**src/rtl/psac_pkg.sv**
```systemverilog
package psac_pkg;
  localparam int unsigned DATA_W = 32;
  localparam int unsigned NUM_WM = 4;

  typedef enum logic [2:0] {
    REG_CTRL   = 3'd0,
    REG_SEC    = 3'd1,
    REG_PRIV   = 3'd2,
    REG_HOLE   = 3'd3,
    REG_WM_FUP = 3'd4,
    REG_WM_FUW = 3'd5,
    REG_WM_R1  = 3'd6,
    REG_WM_R2  = 3'd7
  } reg_sel_e;
endpackage

```
**src/rtl/psac_access.sv**
```systemverilog
module psac_access
  import psac_pkg::*;
#(
  parameter int unsigned ADDR_W = 5
) (
  input  logic              clk_i,
  input  logic              rst_ni,
  input  logic              psel_i,
  input  logic              penable_i,
  input  logic              pwrite_i,
  input  logic [ADDR_W-1:0] paddr_i,
  input  logic              psecure_i,
  input  logic              ppriv_i,
  input  logic              lock_i,
  output reg_sel_e          sel_o,
  output logic              we_ctrl_o,
  output logic              we_sec_o,
  output logic              we_priv_o,
  output logic [NUM_WM-1:0] we_wm_o,
  output logic              illegal_o
);
  logic hit, wr, lockable;

  assign hit   = (paddr_i[1:0] == 2'b00) && ((paddr_i >> 5) == '0);
  assign sel_o = hit ? reg_sel_e'(paddr_i[4:2]) : REG_HOLE;
  assign wr    = psel_i && penable_i && pwrite_i;

  assign lockable  = (sel_o != REG_CTRL) && (sel_o != REG_HOLE);
  assign we_ctrl_o = wr && (sel_o == REG_CTRL) && psecure_i && ppriv_i;
  assign we_sec_o  = wr && (sel_o == REG_SEC) && psecure_i && ppriv_i && !lock_i;
  assign we_priv_o = wr && (sel_o == REG_PRIV) && ppriv_i && !lock_i;

  for (genvar g = 0; g < NUM_WM; g++) begin : g_wm_we
    assign we_wm_o[g] = wr && (sel_o == reg_sel_e'(3'(4 + g))) && ppriv_i && !lock_i;
  end

  always_ff @(posedge clk_i or negedge rst_ni) begin
    if (!rst_ni) illegal_o <= 1'b0;
    else         illegal_o <= wr && lock_i && lockable;
  end

  // the pulse may only follow an attempt made while the lock was set
  p_illegal_locked_r7: assert property (@(posedge clk_i) disable iff (!rst_ni)
    illegal_o |-> lock_i);
endmodule

```
**src/rtl/psac_attr.sv**
```systemverilog
module psac_attr #(
  parameter int unsigned N_PERIPH   = 8,
  parameter int unsigned STRAP_SLOT = 3
) (
  input  logic                clk_i,
  input  logic                rst_ni,
  input  logic                we_sec_i,
  input  logic                we_priv_i,
  input  logic [N_PERIPH-1:0] wdata_i,
  input  logic                strap_i,
  output logic [N_PERIPH-1:0] sec_o,
  output logic [N_PERIPH-1:0] priv_o
);
  for (genvar g = 0; g < N_PERIPH; g++) begin : g_slot
    if (g == STRAP_SLOT) begin : g_strap
      assign sec_o[g] = strap_i;
    end else begin : g_soft
      logic sec_q;
      always_ff @(posedge clk_i or negedge rst_ni) begin
        if (!rst_ni)       sec_q <= 1'b0;
        else if (we_sec_i) sec_q <= wdata_i[g];
      end
      assign sec_o[g] = sec_q;
    end
  end

  always_ff @(posedge clk_i or negedge rst_ni) begin
    if (!rst_ni)        priv_o <= '0;
    else if (we_priv_i) priv_o <= wdata_i;
  end
endmodule

```
**src/rtl/psac_wm.sv**
```systemverilog
module psac_wm #(
  parameter int unsigned FW     = 8,
  parameter int unsigned GRAN   = 11,
  parameter int unsigned LEN_W  = 32,
  parameter int unsigned DATA_W = 32
) (
  input  logic              clk_i,
  input  logic              rst_ni,
  input  logic              we_i,
  input  logic [DATA_W-1:0] wdata_i,
  output logic [DATA_W-1:0] field_o,
  output logic [LEN_W-1:0]  len_o
);
  logic [FW-1:0] field_q;
  logic          unused_hi;

  assign unused_hi = ^(wdata_i >> FW);

  always_ff @(posedge clk_i or negedge rst_ni) begin
    if (!rst_ni)   field_q <= '0;
    else if (we_i) field_q <= wdata_i[FW-1:0];
  end

  assign field_o = DATA_W'(field_q);
  // held in granules, expanded to bytes only at the output
  assign len_o   = LEN_W'(field_q) << GRAN;
endmodule

```
**src/rtl/periph_sec_ctrl.sv**
```systemverilog
module periph_sec_ctrl
  import psac_pkg::*;
#(
  parameter int unsigned N_PERIPH   = 8,
  parameter int unsigned STRAP_SLOT = 3,
  parameter int unsigned ADDR_W     = 5,
  parameter int unsigned FLASH_WM_W = 8,
  parameter int unsigned RAM1_WM_W  = 6,
  parameter int unsigned RAM2_WM_W  = 6,
  parameter int unsigned FLASH_GRAN = 11,
  parameter int unsigned RAM1_GRAN  = 10,
  parameter int unsigned RAM2_GRAN  = 10,
  parameter int unsigned LEN_W      = 32
) (
  input  logic                clk_i,
  input  logic                rst_ni,
  input  logic                psel_i,
  input  logic                penable_i,
  input  logic                pwrite_i,
  input  logic [ADDR_W-1:0]   paddr_i,
  input  logic [DATA_W-1:0]   pwdata_i,
  input  logic                psecure_i,
  input  logic                ppriv_i,
  output logic [DATA_W-1:0]   prdata_o,
  input  logic                sec_strap_i,
  output logic [N_PERIPH-1:0] sec_o,
  output logic [N_PERIPH-1:0] priv_o,
  output logic                lock_o,
  output logic                illegal_o,
  output logic [LEN_W-1:0]    flash_up_len_o,
  output logic [LEN_W-1:0]    flash_uw_len_o,
  output logic [LEN_W-1:0]    ram1_up_len_o,
  output logic [LEN_W-1:0]    ram2_up_len_o
);
  localparam int unsigned WM_W [NUM_WM] = '{FLASH_WM_W, FLASH_WM_W, RAM1_WM_W, RAM2_WM_W};
  localparam int unsigned WM_G [NUM_WM] = '{FLASH_GRAN, FLASH_GRAN, RAM1_GRAN, RAM2_GRAN};

  reg_sel_e          sel;
  logic              we_ctrl, we_sec, we_priv, lock_q;
  logic [NUM_WM-1:0] we_wm;
  logic [DATA_W-1:0] wm_field [NUM_WM];
  logic [LEN_W-1:0]  wm_len   [NUM_WM];
  logic [2:0]        sel_bits;

  psac_access #(.ADDR_W(ADDR_W)) u_access (
    .clk_i, .rst_ni, .psel_i, .penable_i, .pwrite_i, .paddr_i, .psecure_i, .ppriv_i,
    .lock_i(lock_q), .sel_o(sel), .we_ctrl_o(we_ctrl), .we_sec_o(we_sec),
    .we_priv_o(we_priv), .we_wm_o(we_wm), .illegal_o
  );

  psac_attr #(.N_PERIPH(N_PERIPH), .STRAP_SLOT(STRAP_SLOT)) u_attr (
    .clk_i, .rst_ni, .we_sec_i(we_sec), .we_priv_i(we_priv),
    .wdata_i(pwdata_i[N_PERIPH-1:0]), .strap_i(sec_strap_i), .sec_o, .priv_o
  );

  for (genvar g = 0; g < NUM_WM; g++) begin : g_wm
    psac_wm #(.FW(WM_W[g]), .GRAN(WM_G[g]), .LEN_W(LEN_W), .DATA_W(DATA_W)) u_wm (
      .clk_i, .rst_ni, .we_i(we_wm[g]), .wdata_i(pwdata_i),
      .field_o(wm_field[g]), .len_o(wm_len[g])
    );
  end

  // set-only; cleared by reset alone
  always_ff @(posedge clk_i or negedge rst_ni) begin
    if (!rst_ni)                  lock_q <= 1'b0;
    else if (we_ctrl && pwdata_i[0]) lock_q <= 1'b1;
  end

  assign lock_o         = lock_q;
  assign flash_up_len_o = wm_len[0];
  assign flash_uw_len_o = wm_len[1];
  assign ram1_up_len_o  = wm_len[2];
  assign ram2_up_len_o  = wm_len[3];
  assign sel_bits       = sel;

  always_comb begin
    unique case (sel)
      REG_CTRL: prdata_o = DATA_W'(lock_q);
      REG_SEC:  prdata_o = DATA_W'(sec_o);
      REG_PRIV: prdata_o = DATA_W'(priv_o);
      REG_HOLE: prdata_o = '0;
      default:  prdata_o = wm_field[sel_bits[1:0]];
    endcase
  end

  logic bus_wr;
  logic [N_PERIPH-1:0] soft_mask;
  assign bus_wr    = psel_i && penable_i && pwrite_i;
  assign soft_mask = ~(N_PERIPH'(1) << STRAP_SLOT);

  p_sec_guard_r2: assert property (@(posedge clk_i) disable iff (!rst_ni)
    (bus_wr && paddr_i == ADDR_W'(4) && !(psecure_i && ppriv_i))
      |=> $stable(sec_o & soft_mask));

  p_priv_guard_r3: assert property (@(posedge clk_i) disable iff (!rst_ni)
    (bus_wr && paddr_i == ADDR_W'(8) && !ppriv_i) |=> $stable(priv_o));

  p_lock_sticky_r5: assert property (@(posedge clk_i) disable iff (!rst_ni)
    lock_o |=> lock_o);

  p_frozen_r6: assert property (@(posedge clk_i) disable iff (!rst_ni)
    lock_o |=> ($stable(priv_o) && $stable(sec_o & soft_mask) &&
                $stable(flash_up_len_o) && $stable(flash_uw_len_o) &&
                $stable(ram1_up_len_o) && $stable(ram2_up_len_o)));

  p_wm_guard_r9: assert property (@(posedge clk_i) disable iff (!rst_ni)
    (bus_wr && !ppriv_i) |=> ($stable(flash_up_len_o) && $stable(flash_uw_len_o) &&
                              $stable(ram1_up_len_o) && $stable(ram2_up_len_o)));
endmodule

```
**config.mk**
```make
export PLATFORM = sky130hd
export DESIGN_NAME = periph_sec_ctrl
export DESIGN_NICKNAME = d
export VERILOG_FILES = /design/src/rtl/psac_pkg.sv /design/src/rtl/psac_access.sv /design/src/rtl/psac_attr.sv /design/src/rtl/psac_wm.sv /design/src/rtl/periph_sec_ctrl.sv
export SDC_FILE = /design/constraint.sdc
export NUM_CORES = 1
export LEC_CHECK = 0
export CAP_MARGIN = 20
export CORE_MARGIN = 1
export CORE_UTILIZATION = 47
export DETAILED_ROUTE_END_ITERATION = 8
export GPL_TIMING_DRIVEN = 0
export PLACE_DENSITY = 0.95
export SYNTH_ARGS = -nofsm -noshare
export SYNTH_HDL_FRONTEND = slang
export SYNTH_HIERARCHICAL = 1
export SYNTH_SLANG_ARGS = --single-unit
```
**constraint.sdc**
```tcl
create_clock -name clk_i -period 4.24 [get_ports clk_i]
set_input_delay 0.848 -clock clk_i [delete_from_list [all_inputs] [get_ports clk_i]]
set_output_delay 0.848 -clock clk_i [all_outputs]
set_load 0.03 [all_outputs]
```
======== Yosys cells after proc, flatten, opt, wreduce, memory -nomap -nowiden ========
Index checks and enable logic that the tools add are counted.
cells by class
  order comparisons ....................... 1
  equality and inequality tests ........... 8
  mux-type cells .......................... 5
  bitwise logic cells ..................... 1
  reductions and logical operators ........ 32
operator list
  operator                                                   number
  one-hot mux 32 bit (4 select lines)                        1
  binary-select mux 32 bit (select 2 bit)                    1
  2-to-1 mux 32 bit                                          2
  logical AND 1 bit                                          28
  == test 3 bit (second input constant)                      4
  == test 3 x 2 -> 1 bit (second input constant)             2
  == test 3 x 1 -> 1 bit (second input constant)             1
  greater-or-equal comparator 3 bit (second input constant)  1
  logical NOT 3 bit                                          1
  2-to-1 mux 3 bit                                           1
  != test 3 x 2 -> 1 bit (second input constant)             1
  NOT 2 -> 3 bit                                             1
  nonzero test 3 bit                                         1
  logical NOT 2 bit                                          1
  logical NOT 1 bit                                          1
word-level totals
  register bits after elaboration ......... 45
  input port bits ......................... 45
  output and inout bits ................... 178
  logic and storage cells ................. 61

======== Depth between registers and ports, before layout ========
  word-level depth ........................ 7
  mapped depth ............................ 6
  gate-level depth less buffers ........... 4

======== Hierarchy ========
The synthesis kept the hierarchy.
modules (own cells, without submodules)
  module                       times used  cells an instance  area each (um^2)
  psac_wm at g_wm[0].u_wm ...  2           74                 755.7
  psac_wm at g_wm[2].u_wm ...  2           72                 690.7
  periph_sec_ctrl              1           104                1212.4
  psac_attr                    1           40                 683.2
  psac_access                  1           24                 176.4

======== Worst setup path before layout ========
OpenSTA, ideal clock, no wires.
  kind .................................... input -> output
  start ................................... input port paddr_i[2]
  end ..................................... output port prdata_o[1]
  arrival time ............................ 2.756 ns
  data required time ...................... 3.392 ns
  path slack .............................. 0.636 ns
  cell stages on the path ................. 6
  path buffers ............................ 2
  cells stage by stage .................... or3_2 -> buf_6 -> buf_8 -> and2b_4 -> a221oi_1 -> a221oi_1
between the ends
  longest elaborated chain between the ends .. 6
  elaborated cells on any way between the ends .. 10
RTL lines
  element                                                RTL line               RTL
  start: declaration                                     periph_sec_ctrl.sv:20  input logic [ADDR_W-1:0] paddr_i,
  2-to-1 mux 3 bit *                                     psac_access.sv:25      assign sel_o = hit ? reg_sel_e'(paddr_i[4:2]) : REG_HOLE;
  NOT 2 -> 3 bit (implied by the code)                   periph_sec_ctrl.sv:82  default: prdata_o = wm_field[sel_bits[1:0]];
  binary-select mux 32 bit (select 2 bit)                periph_sec_ctrl.sv:82
  2-to-1 mux 32 bit (implied by the code) (2 in series)  periph_sec_ctrl.sv:82
  one-hot mux 32 bit (4 select lines) *                  periph_sec_ctrl.sv:77  unique case (sel)
  end: declaration                                       periph_sec_ctrl.sv:24  output logic [DATA_W-1:0] prdata_o,
Every way passes the cells marked *; elsewhere a longest branch is shown, timed or not. The select of a mux whose other input is x is not followed.

======== Worst setup path after layout ========
  start ................................... input port paddr_i[2]
  end ..................................... output port prdata_o[6]
between the ends
  longest elaborated chain between the ends .. 6
  elaborated cells on any way between the ends .. 10
RTL lines
  element                                                RTL line               RTL
  2-to-1 mux 3 bit *                                     psac_access.sv:25
  via sel[0]                                             periph_sec_ctrl.sv:38  reg_sel_e sel;
  NOT 2 -> 3 bit (implied by the code)                   periph_sec_ctrl.sv:82
  binary-select mux 32 bit (select 2 bit)                periph_sec_ctrl.sv:82
  2-to-1 mux 32 bit (implied by the code) (2 in series)  periph_sec_ctrl.sv:82
  one-hot mux 32 bit (4 select lines) *                  periph_sec_ctrl.sv:77
Mark *: on every way through the listed nets, which the timed path passes. The rest lies on a longest branch. The select of a mux whose other input is x is not followed.

==> flow_metrics.tcl <==
set metrics [dict create \
    outcome "finished, final reports clean" \
    cp_top_family "buffers and inverters" \
    drtIter0Drc 94 \
    p_leak_nw 3.79 \
    vias 3370 \
    fillCellCount 801 \
    finalCritPeriodShare_pct 96.1 \
    path_cells "clkdlybuf4s50_1 -> or3_2 -> buf_6 -> buf_8 -> and2b_4 -> a221oi_1 -> a221oi_1 -> dlygate4sd2_1" \
    async_reset_ff_share_pct 100 \
    hold_path_class "in2async" \
    synth_warnings 6 \
    synth_top_area_share_pct 36.1 \
    avgSynthCellArea_um2 10.8 \
    ioPinCount 223 \
    synth_compound_area_share_pct 3.07 \
    clk_latency_ns 0.31 \
    rsz0062_at_grt "false" \
    final_antenna_net_count 0 \
    synth-edff-count 0 \
    setup_viol 0 \
    std_cell_rows 37 \
    path_clk_slew_ns 0.09 \
    worstPathArrival_ns 3.23 \
    antenna_found_initial 0 \
    drive_gt1_share_pct 45.4 \
    post-place-ws_ns -0.200 \
    wl_per_cell_um 11.2 \
    grt_pass1_vias 3191 \
    synthAdderAreaFrac_pct 0 \
    fin_total_pwr_mw 1.36 \
    cts_tree "yes" \
    synth.area.mux_share_pct 27.5 \
    grt_max_degree 40 \
    setup_tns_ns 0 \
    portBuffers 73 \
    crit_required_ns 3.39 \
    final_hold_viol_count 0 \
    totalWireLength_mm 9.78 \
    synth_top_cell_by_area "buf_4" \
    path_class "in2out" \
    ctsHoldBuffers 0 \
    path_buf_inv 4 \
    synth.distinct_cells 37 \
    grt_first_pass_wirelength_mm 15.6 \
    finalCriticalPeriod_ns 4.08 \
    yosysSeqAreaShare_pct 22.7 \
    critPathMaxFanout 10 \
    yosys.area_share.simple_pct 6.50 \
    ys_ff_latch 45 \
    path_common_cell "a221oi_1" \
    vdd_drop_max_mv 0.132 \
    grt_overflow 0 \
    die_h_um 105 \
    critPathLaunchType "input port" \
    synth_area_leaders "buf_4, dfrtp_1, mux2_4" \
    max_stage_delay_ns 0.50 \
    drc 0 \
    synth_top_family_by_area "buffers and inverters" \
    cts.sinks 45 \
    final_cells 874 \
    h-tree-depth 2 \
    finalNetCount 782 \
    viasPerCell 3.86 \
    power_density_nw_per_um2 202 \
    place.gp.congestion 0.750 \
    fin_ws_ns 0.165 \
    start_util_pct 48.3 \
    root_buffer "clkbuf_8" \
    ys.flop_type "dfrtp_1" \
    grt_usage_pct 18.1 \
    netlist_instances 460 \
    cap_violations 0 \
    cts.path.max_buffers 2 \
    end_kind "primary output" \
    dr.pass1.iters 4 \
    hpwl_mm 7.94 \
    synthXorXnorAreaFrac_pct 0.176 \
    die-area_um2 11000 \
    slowest_stage "or3_2" \
    die_w_um 105 \
    clock.fmax_mhz 245 \
    finClkSkew_ns 0.0122 \
    core_area_um2 10300 \
    dp.cells 866 \
    area_delta_synth_final_pct 35.3 \
    cts_buffers 5 \
    netlist_area_um2 4960 \
    final-max-slew-violation-count 0 \
    antenna_cells 0 \
]
## cells in the final DEF, fill, tap and decap left out, drive strengths merged, types with 7 or more instances in the layout
master / synthesis / final
a221oi: 15 / 15
and2: 26 / 26
buf: 251 / 253
clkbuf: 6 / 15
clkdlybuf4s50: 0 / 64
conb: 4 / 200
dfrtp: 45 / 45
mux2: 44 / 44
mux2i: 16 / 16
mux4: 24 / 24
nor2: 7 / 7
## logic make-up (layout without fill, tap and decap cells)
group,count (synthesis),after routing
XOR/XNOR,1,1
flip-flops,45,45
AO/OA/AOI/OAI,18,18
multiplexers,84,84
AND/OR/NAND/NOR,50,50
other,4,200
buffers and inverters,258,340
## report_power, final
part	switching [mW]	leakage (nW)	total [mW]	internal, mW
Clock	0.150	0.0585	0.342	0.192
Sequential	0.0166	0.621	0.464	0.447
Combinational	0.286	3.11	0.554	0.267
## worst paths after layout
check                           cells after the start                          start                             to  slack [ns]
worst min-delay path                                1                         rst_ni        g_wm[1].u_wm/field_q[4]        0.37
max in group asynchronous                           2                         rst_ni        g_wm[0].u_wm/field_q[0]        3.40
worst min register to register                      1  u_attr/g_slot[6].g_soft.sec_q  u_attr/g_slot[6].g_soft.sec_q        0.52
worst max-delay path                                8                     paddr_i[2]                    prdata_o[6]        0.16
min in group clk_i                                  1  u_attr/g_slot[6].g_soft.sec_q  u_attr/g_slot[6].g_soft.sec_q        0.52
worst max register to register                      3                         lock_o  u_attr/g_slot[5].g_soft.sec_q        2.76
## metrics by stage
stage / util (%) / hold slack [ns] / area [um2]
after global placement: 64.2 / 0.494 / 6600
after CTS: 65.4 / 0.374 / 6720
after global routing: 65.4 / 0.364 / 6720
after floorplan: - / 0.483 / 5700
final: 65.4 / 0.372 / 6720
after detailed placement: 64.4 / 0.496 / 6620
## registers in the layout, summed over array words and instances, names as in the netlist
register                    count
u_attr/priv_o                   8
u_access/illegal_o              1
g_wm.u_wm/field_q              28
u_attr/g_slot.g_soft.sec_q      7
lock_o                          1
## routing by layer
layer	share of wire [%]	track usage (%)	wire (um)	up-vias
met2	53	34.2	5200	117
met3	6.4	4.30	631	15
li1	-	-	-	1684
met1	38	19.8	3760	1554
met5	0	0	0	-
met4	1.9	5.43	188	0
## cells in the mapped netlist, types with 2 or more instances
master    number
buf_12         2
a221oi_1      15
nor2b_1        2
mux4_1         2
conb_1         4
buf_4        239
mux4_2        22
clkbuf_1       6
mux2i_1       16
nor2_1         6
dfrtp_1       45
buf_8          2
mux2_4        43
and2_1        26
buf_6          7
nand4_1        2
## repair_timing
| action | in CTS | in global routing |
|---|---|---|
| endpoints found under the setup margin | 8 | 4 |
| buffers inserted | 0 | 0 |
| pin swaps | 0 | 0 |
| resized for setup | 8 | 9 |
## final cells by class
cell class	count	area [um2]	share of cell area, %
repair buffers	74	729	10.9
inverters	1	3.75	0.0559
flip-flops and latches	45	1130	16.8
clock buffers	7	86.3	1.29
well taps	136	170	2.53
multi-input cells	353	2600	38.7
clock inverters	1	30.0	0.447
plain buffers	257	1970	29.4
Power figures use the tool's default switching activity.
